$ cat config.mk
export PLATFORM = sky130hd
export DESIGN_NAME = lf_pi_sd_top
export DESIGN_NICKNAME = d
export VERILOG_FILES = /design/src/rtl/lf_pkg.sv /design/src/rtl/lf_pi_core.sv /design/src/rtl/lf_sd_mod.sv /design/src/rtl/lf_pi_sd_top.sv
export SDC_FILE = /design/constraint.sdc
export NUM_CORES = 1
export LEC_CHECK = 0
export BUFFER_PORTS_ARGS = -buffer_cell sky130_fd_sc_hd__buf_2
export CAP_MARGIN = 10
export CORE_UTILIZATION = 55
export DETAILED_ROUTE_END_ITERATION = 12
export GPL_ROUTABILITY_DRIVEN = 0
export PLACE_DENSITY = 0.78
export SYNTH_ARGS = -nofsm -noshare
export SYNTH_HDL_FRONTEND = slang
export SYNTH_SLANG_ARGS = --single-unit
$ cat constraint.sdc
create_clock -name clk -period 9.4 [get_ports clk]
set_input_delay 1.41 -clock clk [delete_from_list [all_inputs] [get_ports clk]]
set_output_delay 1.41 -clock clk [all_outputs]
set_load 0.01 [all_outputs]
$ cat src/rtl/lf_pkg.sv
// Shared constants and helpers for the PI loop filter.
// Assumes: all arithmetic widths stay below 62 bits so longint holds them.
package lf_pkg;
    localparam int ERR_W_DEF   = 16;
    localparam int ACC_W_DEF   = 24;
    localparam int CODE_W_DEF  = 16;
    localparam int SHIFT_P_DEF = 1;
    localparam int SHIFT_I_DEF = 13;

    // Clamp a wide signed value into a signed w-bit range.
    function automatic longint clamp_signed(input longint v, input int w);
        longint hi;
        longint lo;
        hi = (longint'(1) <<< (w - 1)) - 1;
        lo = -(longint'(1) <<< (w - 1));
        if (v > hi)      return hi;
        else if (v < lo) return lo;
        else             return v;
    endfunction
endpackage

$ cat src/rtl/lf_pi_core.sv
// Proportional-plus-integral core with shift gains.
// The integrator adds (e[n]+e[n-1]) >>> SHIFT_I each cycle, which is the
// trapezoidal integrator, and saturates at ACC_W signed limits. The output
// adds e[n] >>> SHIFT_P to the freshly updated integrator and saturates as well.
// Assumes: ACC_W > ERR_W and both stay below 62 bits.
module lf_pi_core
    import lf_pkg::*;
#(
    parameter int ERR_W   = ERR_W_DEF,
    parameter int ACC_W   = ACC_W_DEF,
    parameter int SHIFT_P = SHIFT_P_DEF,
    parameter int SHIFT_I = SHIFT_I_DEF
) (
    input  logic                    clk,
    input  logic                    rst_n,
    input  logic signed [ERR_W-1:0] err_in,
    output logic signed [ACC_W-1:0] ctrl_out
);
    logic signed [ERR_W-1:0] e_prev_q;
    logic signed [ACC_W-1:0] integ_q;
    logic signed [ACC_W-1:0] ctrl_q;
    logic signed [ACC_W-1:0] integ_d;
    logic signed [ACC_W-1:0] ctrl_d;
    longint                  pair_sum;

    // Next integrator and output values in wide arithmetic, then clamped.
    always_comb begin
        longint inc;
        longint p_term;
        longint integ_w;
        pair_sum = longint'(err_in) + longint'(e_prev_q);
        inc      = pair_sum >>> SHIFT_I;
        p_term   = longint'(err_in) >>> SHIFT_P;
        integ_w  = clamp_signed(longint'(integ_q) + inc, ACC_W);
        integ_d  = ACC_W'(integ_w);
        ctrl_d   = ACC_W'(clamp_signed(integ_w + p_term, ACC_W));
    end

    // Registers: previous error, integrator, control output.
    always_ff @(posedge clk) begin
        if (!rst_n) begin
            e_prev_q <= '0;
            integ_q  <= '0;
            ctrl_q   <= '0;
        end else begin
            e_prev_q <= err_in;
            integ_q  <= integ_d;
            ctrl_q   <= ctrl_d;
        end
    end

    assign ctrl_out = ctrl_q;


    integ_no_wrap_chk: assert property (@(posedge clk) disable iff (!rst_n)
        (pair_sum >= 0) |=> (integ_q >= $past(integ_q)));


    integ_hold_chk: assert property (@(posedge clk) disable iff (!rst_n)
        (pair_sum == 0) |=> $stable(integ_q));
endmodule

$ cat src/rtl/lf_sd_mod.sv
// First-order delta-sigma modulator: a W+1 bit add of state and code,
// carry out is the one-bit stream, low W bits are kept as new state.
// Assumes: code_in is unsigned offset binary.
module lf_sd_mod #(
    parameter int W = 16
) (
    input  logic         clk,
    input  logic         rst_n,
    input  logic [W-1:0] code_in,
    output logic         bit_out
);
    logic [W-1:0] state_q;
    logic         bit_q;
    logic [W:0]   sum;

    // Wide add exposing the carry.
    assign sum = {1'b0, state_q} + {1'b0, code_in};

    // State and output bit registers.
    always_ff @(posedge clk) begin
        if (!rst_n) begin
            state_q <= '0;
            bit_q   <= 1'b0;
        end else begin
            state_q <= sum[W-1:0];
            bit_q   <= sum[W];
        end
    end

    assign bit_out = bit_q;


    carry_state_chk: assert property (@(posedge clk) disable iff (!rst_n)
        $past(rst_n) |-> (bit_q == (state_q < $past(code_in))));
endmodule

$ cat src/rtl/lf_pi_sd_top.sv
// Loop filter top: PI core, sign-flip offset to unsigned code, one-bit modulator.
// Assumes: ACC_W >= CODE_W; the code takes the upper CODE_W bits of the control.
module lf_pi_sd_top
    import lf_pkg::*;
#(
    parameter int ERR_W   = ERR_W_DEF,
    parameter int ACC_W   = ACC_W_DEF,
    parameter int CODE_W  = CODE_W_DEF,
    parameter int SHIFT_P = SHIFT_P_DEF,
    parameter int SHIFT_I = SHIFT_I_DEF
) (
    input  logic              clk,
    input  logic              rst_n,
    input  logic [ERR_W-1:0]  err_in,
    output logic [ACC_W-1:0]  ctrl_out,
    output logic [CODE_W-1:0] dac_code,
    output logic              dsm_bit
);
    localparam logic [CODE_W-1:0] MID_CODE = {1'b1, {(CODE_W-1){1'b0}}};

    logic signed [ACC_W-1:0] ctrl_s;

    lf_pi_core #(
        .ERR_W(ERR_W), .ACC_W(ACC_W), .SHIFT_P(SHIFT_P), .SHIFT_I(SHIFT_I)
    ) u_core (
        .clk(clk), .rst_n(rst_n), .err_in($signed(err_in)), .ctrl_out(ctrl_s)
    );

    // Offset binary: invert the sign bit, keep the next CODE_W-1 bits.
    assign dac_code = {~ctrl_s[ACC_W-1], ctrl_s[ACC_W-2 -: CODE_W-1]};
    assign ctrl_out = ctrl_s;

    lf_sd_mod #(.W(CODE_W)) u_mod (
        .clk(clk), .rst_n(rst_n), .code_in(dac_code), .bit_out(dsm_bit)
    );


    reset_mid_chk: assert property (@(posedge clk) disable iff (!rst_n)
        !$past(rst_n) |-> (dac_code == MID_CODE && !dsm_bit));
endmodule

==> Word-level counts from Yosys, hierarchy flattened <==
Index checks and enable logic that the tools add are counted.
{ "totals": {"ff_bits": 81, "latch_bits": 0, "ram_bits": 0, "rom_bits": 0, "out_inout_bits": 41, "n_memories": 0} }
{ "op_classes": {"addsub": 4, "n_mul": 0, "n_div": 0, "order_cmp": 4, "eq_ne": 0, "shift": 0, "n_mux": 4, "bitwise_logic": 2, "reduce_logical": 1} }
{ "op_table": {"columns": ["operator", "count"], "rows": [
  ["64-bit by 24-bit > comparator with 1-bit output, second input constant", 2],
  ["64-bit by 24-bit less-than comparator with 1-bit output, second input constant", 2],
  ["64-bit two-way mux", 2],
  ["64-bit by 15-bit adder with 64-bit output", 1],
  ["16-bit by 16-bit adder with 17-bit output", 2],
  ["24-bit by 4-bit adder with 25-bit output", 1],
  ["24-bit two-way mux", 1],
  ["23-bit two-way mux", 1],
  ["1-bit NOT", 2],
  ["2-bit OR reduction", 1]
]} }

==> Longest topological paths before layout <==
{ "depth": {"depth_word": 9, "ltp_mapped": 42, "ltp_nobuf": 39} }

==> Modules after synthesis <==
From an unflattened synthesis, not the netlist that was laid out.
{ "hier_totals": {"cells_unflattened": 737, "hier_area_um2": 6591.3} }
{ "by_module_without_submodules": {"columns": ["mod", "n_inst", "cells_per_inst", "area_each_um2", "seq_area_each_um2"], "rows": [
  ["lf_pi_core", 1, 590, 5253.8, 1281.2],
  ["lf_sd_mod", 1, 131, 1221.2, 340.3],
  ["lf_pi_sd_top", 1, 16, 116.4, 0.0]
]} }

==> Worst setup path after synthesis <==
Ideal clock, no wire load.
{ "synth_path": {"path_type": "input port to flip-flop", "start": "in err_in[1]", "end": "reg u_core.ctrl_q[10], in the netlist u_core.ctrl_out[10]", "setup_ns": 0.057, "arrival_time_ns": 9.417, "path_slack_ns": -0.074, "cell_stages": 41, "path_cell_list": "ha_1 a31o_2 a21oi_1 o21ai_0 o211ai_1 nand4b_1 and2_1 o21a_1 nor3_1 mux2_2 ha_1 a21oi_1 o21ai_0 a211o_1 a31o_2 a31o_2 a211oi_1 mux2_4 [... 5 more ...] fa_1 nor2b_4 o31ai_2 a32oi_2 a31oi_4 o21ai_2 a211o_1 a21o_2 a21oi_1 inv_1 fa_1 nor4b_1 nand4_1 nor4_1 nand2_1 a22oi_2 dlymetal6s2s_1 a21o_2"} }
{ "synth_between": {"elab_chain_cells": 9} }
{ "synth_lines": {"columns": ["element", "line_no", "text"], "rows": [
  ["start: declaration", "lf_pi_sd_top.sv:14", "input logic [ERR_W-1:0] err_in,"],
  ["16-bit by 16-bit adder with 17-bit output *", "lf_pi_core.sv:31", "pair_sum = longint'(err_in) + longint'(e_prev_q);"],
  ["24-bit by 4-bit adder with 25-bit output *", "lf_pi_core.sv:34", "integ_w = clamp_signed(longint'(integ_q) + inc, ACC_W);"],
  ["64-bit by 24-bit less-than comparator with 1-bit output", "lf_pkg.sv:17", "else if (v < lo) return lo;"],
  ["64-bit two-way mux", "lf_pkg.sv:17", null],
  ["64-bit two-way mux *", "lf_pkg.sv:16", "if (v > hi) return hi;"],
  ["named net u_core.integ_d[0]", "lf_pi_core.sv:22", "logic signed [ACC_W-1:0] integ_d;"],
  ["64-bit by 15-bit adder with 64-bit output *", "lf_pi_core.sv:36", "ctrl_d = ACC_W'(clamp_signed(integ_w + p_term, ACC_W));"],
  ["64-bit by 24-bit less-than comparator with 1-bit output", "lf_pkg.sv:17", null],
  ["24-bit two-way mux", "lf_pkg.sv:17", null],
  ["23-bit two-way mux *", "lf_pkg.sv:16", null],
  ["end signal: assignment", "lf_pi_core.sv:48", "ctrl_q <= ctrl_d;"],
  ["end: declaration", "lf_pi_core.sv:21", "logic signed [ACC_W-1:0] ctrl_q;"]
]} }
The timed path passes the listed nets; every way through them passes the cells marked *.
A chain may end at the register's enable or synchronous reset.

==> Worst setup path in the final report <==
{ "layout_path": {"start": "in err_in[1]", "end": "reg u_core.ctrl_q[9], in the netlist u_core.ctrl_out[9]"} }
The elaborated chain is that of the path after synthesis.

==> impl_metrics.ini <==
[clocking]
cts_tree = yes
clock-root-buffer = clkbuf_16
cts.clk_slew.worst_paths_ns = 0.06
clockBufferDepth = 2
cts_made_buffers = 9
clock_sinks = 81
htree_levels = 3
insertion_delay_ns = 0.34
postCtsHoldBufs = 0

[critical_path]
required_ns = 9.63
slowest_delay_ns = 0.52
r2r_cells = 41
start_kind = input pin
cp_max_fo = 22
rrSetupSlack_ns = 0.74
crit_slowest_cell = fa_1
startpoint = err_in[1]
cp-endpoint = u_core.ctrl_out[9]
cp-end-kind = register
path_class = in -> reg
regToRegEndpoint = u_core.ctrl_out[9]
arrival_ns = 9.67
timing.rr.start = u_core.e_prev_q[1]

[logic_synthesis]
synth_ff_type = dfxtp_1
synth_cells = 728
async_flop_share_pct = 0
synth-seq-cells = 81
yosys_warnings = 0
synth_cell_types = 72
synth_edf_count = 0
syn-num-nets = 840
avgSynthCellArea_sq_um = 8.623
synth.cell_area_sq_um = 6277
yosysTopAreaCell = dfxtp_1
ys_top_cells_by_area = dfxtp_1 26%, ha_1 16%, nor2_1 6.1%, xnor2_1 4.2%, a21oi_1 4.1%
ys_seq_area_share_pct = 25.83
netlist.area_leader.share_pct = 25.83

[grt]
track_usage_pct = 27.95
first_global_vias = 5733
grt_overflow = 0
gr-usage-met3_pct = 5.559
grt_pass1_wl_um = 26190
busiest_layer = met2
grt_use_met2_pct = 50.18
antenna_found_initial = 0
grt_max_degree = 26
use_met1_pct = 31.95

[timing]
fin_crit_sh_pct = 100.4
max_slew.worst_pin.slew_ns = 0.7267
hold_violations = 0
fin_crit_ns = 9.440
fin_ws_ns = -0.04015
fin_skew_ns = 0.006377
rsz0062_at_grt = true
drv_slew = 0
fmax_mhz = 105.9
relSlewSlack_pct = 51.50
setup_viol = 21

[placed_design]
placement.io_buffers = 58
pre_cts_slack_ns = -0.4294
place.detailed.hpwl_um = 11790
postPlaceCellArea_sq_um = 7043

[run_status]
run_status = complete, but fails checks
violations = negative setup slack

[drt]
via_per_inst = 6.119
wirelength_um = 18910
drc_errors = 0
postRouteAntennaNets = 0
routedWlPerCell_um = 18.87
drtIter0Drc = 508
drtPass1Iterations = 5
via_count = 6131

[layout]
area_delta_synth_final_pct = 31.05
fillCellCount = 684
final_util_pct = 74.90
final_area_sq_um = 8227
num-nets-final = 969
layout-drive-gt1-share_pct = 33.06
insertedDiodeCount = 0

[die]
core_sq_um = 10980
start_util_pct = 57.15
fp.dieW_um = 108.8
die_h_um = 108.8
die_area_sq_um = 11840
fp-row-count = 38
io_pins = 59

[worst_hold_path]
min_path_type = reg -> reg

[run]
max_cap_violations = 0
==> final cells by class <==
| class | instances | area [sq um] | share of cell area, % |
|---|---|---|---|
| multi-input cells | 587 | 4892 | 59.47 |
| flip-flops and latches | 81 | 1622 | 19.71 |
| repair buffers | 147 | 1091 | 13.26 |
| clock buffers | 12 | 256.5 | 3.118 |
| well taps | 140 | 175.2 | 2.129 |
| inverters | 31 | 116.4 | 1.414 |
| clock inverters | 4 | 73.82 | 0.8973 |
==> per-stage QoR <==
step           TNS [ns]  cells  hold WS, ns
3_3_place_gp     -2.751    961       0.5345
6_report        -0.5252   1002       0.5721
2_1_floorplan         0    728       0.5222
5_1_grt          -6.979   1002       0.6044
3_5_place_dp     -9.451    961       0.5541
4_1_cts               0    982       0.5698
==> per-layer routing <==
metal / vias up / wire (um)
met5: - / 0
met4: 0 / 916
met3: 90 / 1048
met2: 260 / 9673
met1: 2936 / 7266
li1: 2845 / -
==> synth_stat cells, types with 6 or more instances <==
library cell  count
fa_1             13
and3_1            8
and2_1           24
a21oi_1          52
a21o_2           23
a21o_1           17
nor2_1          102
nand2b_1          9
o21ai_0          36
o21a_1            7
buf_4            16
xnor2_1          30
xor2_1           17
nand2_1          27
o21bai_1         13
nand3_1          12
nor3_1           17
dfxtp_1          81
a31oi_1           7
ha_1             81
a211oi_1          6
or2_2             6
inv_1            31
==> worst min-delay path by stage <==
stage                     start               end  depth (start not counted)
2_1_floorplan  u_mod.state_q[0]  u_mod.state_q[0]                          2
3_3_place_gp   u_mod.state_q[0]  u_mod.state_q[0]                          2
3_5_place_dp   u_mod.state_q[0]  u_mod.state_q[0]                          2
4_1_cts        u_mod.state_q[0]  u_mod.state_q[0]                          2
5_1_grt        u_mod.state_q[0]  u_mod.state_q[0]                          2
6_report       u_mod.state_q[0]  u_mod.state_q[0]                          2
==> layout by cell type (no fill, tap or decap), types with 9 or more instances in the layout <==
master	count
a21oi_1	38
nand2b_1	9
o21ai_0	29
clkbuf_16	12
a21oi_2	13
dfxtp_1	81
and2_1	23
buf_2	56
a21o_1	17
nor2_1	88
ha_1	65
inv_1	29
o21bai_1	10
xor2_1	17
nand3_1	11
a21o_4	11
nand2_1	27
xnor2_1	30
a21o_2	12
fa_1	12
nor2_2	9
nor3_1	15
ha_4	14
buf_4	77
==> kinds of logic (layout without fill, tap and decap cells) <==
logic type	count (synthesis)	count (layout)	share of synthesized area (%)
compound gates	204	204	22.60
xor+xnor	47	47	6.558
fa+ha+maj	94	94	20.29
buf+inv	61	194	5.302
flops	81	81	25.83
mux	3	4	0.5979
simple gates	238	238	18.82
==> worst max-delay path: cells and delay by family <==
| family | cells | cell delay, ns |
|---|---|---|
| fa+ha+maj | 5 | 1.35 |
| buf+inv | 6 | 0.71 |
| mux | 2 | 0.74 |
| simple gates | 9 | 1.69 |
| compound gates | 20 | 3.76 |
==> repair_timing <==
action	4_1_cts	5_1_grt
resized for setup	12	109
gates cloned	2	3
buffers inserted	3	17
setup endpoints to repair	22	23
pin swaps	5	52
==> flip-flops by register name (all words and copies together), names as in the netlist <==
signal           cells
u_mod.state_q       16
u_core.ctrl_out     24
u_mod.bit_out        1
u_core.e_prev_q     16
u_core.integ_q      24
Power is left out: the tool's default activity adds up to more than one toggle a clock period on the data nets, which glitch-free logic cannot reach.
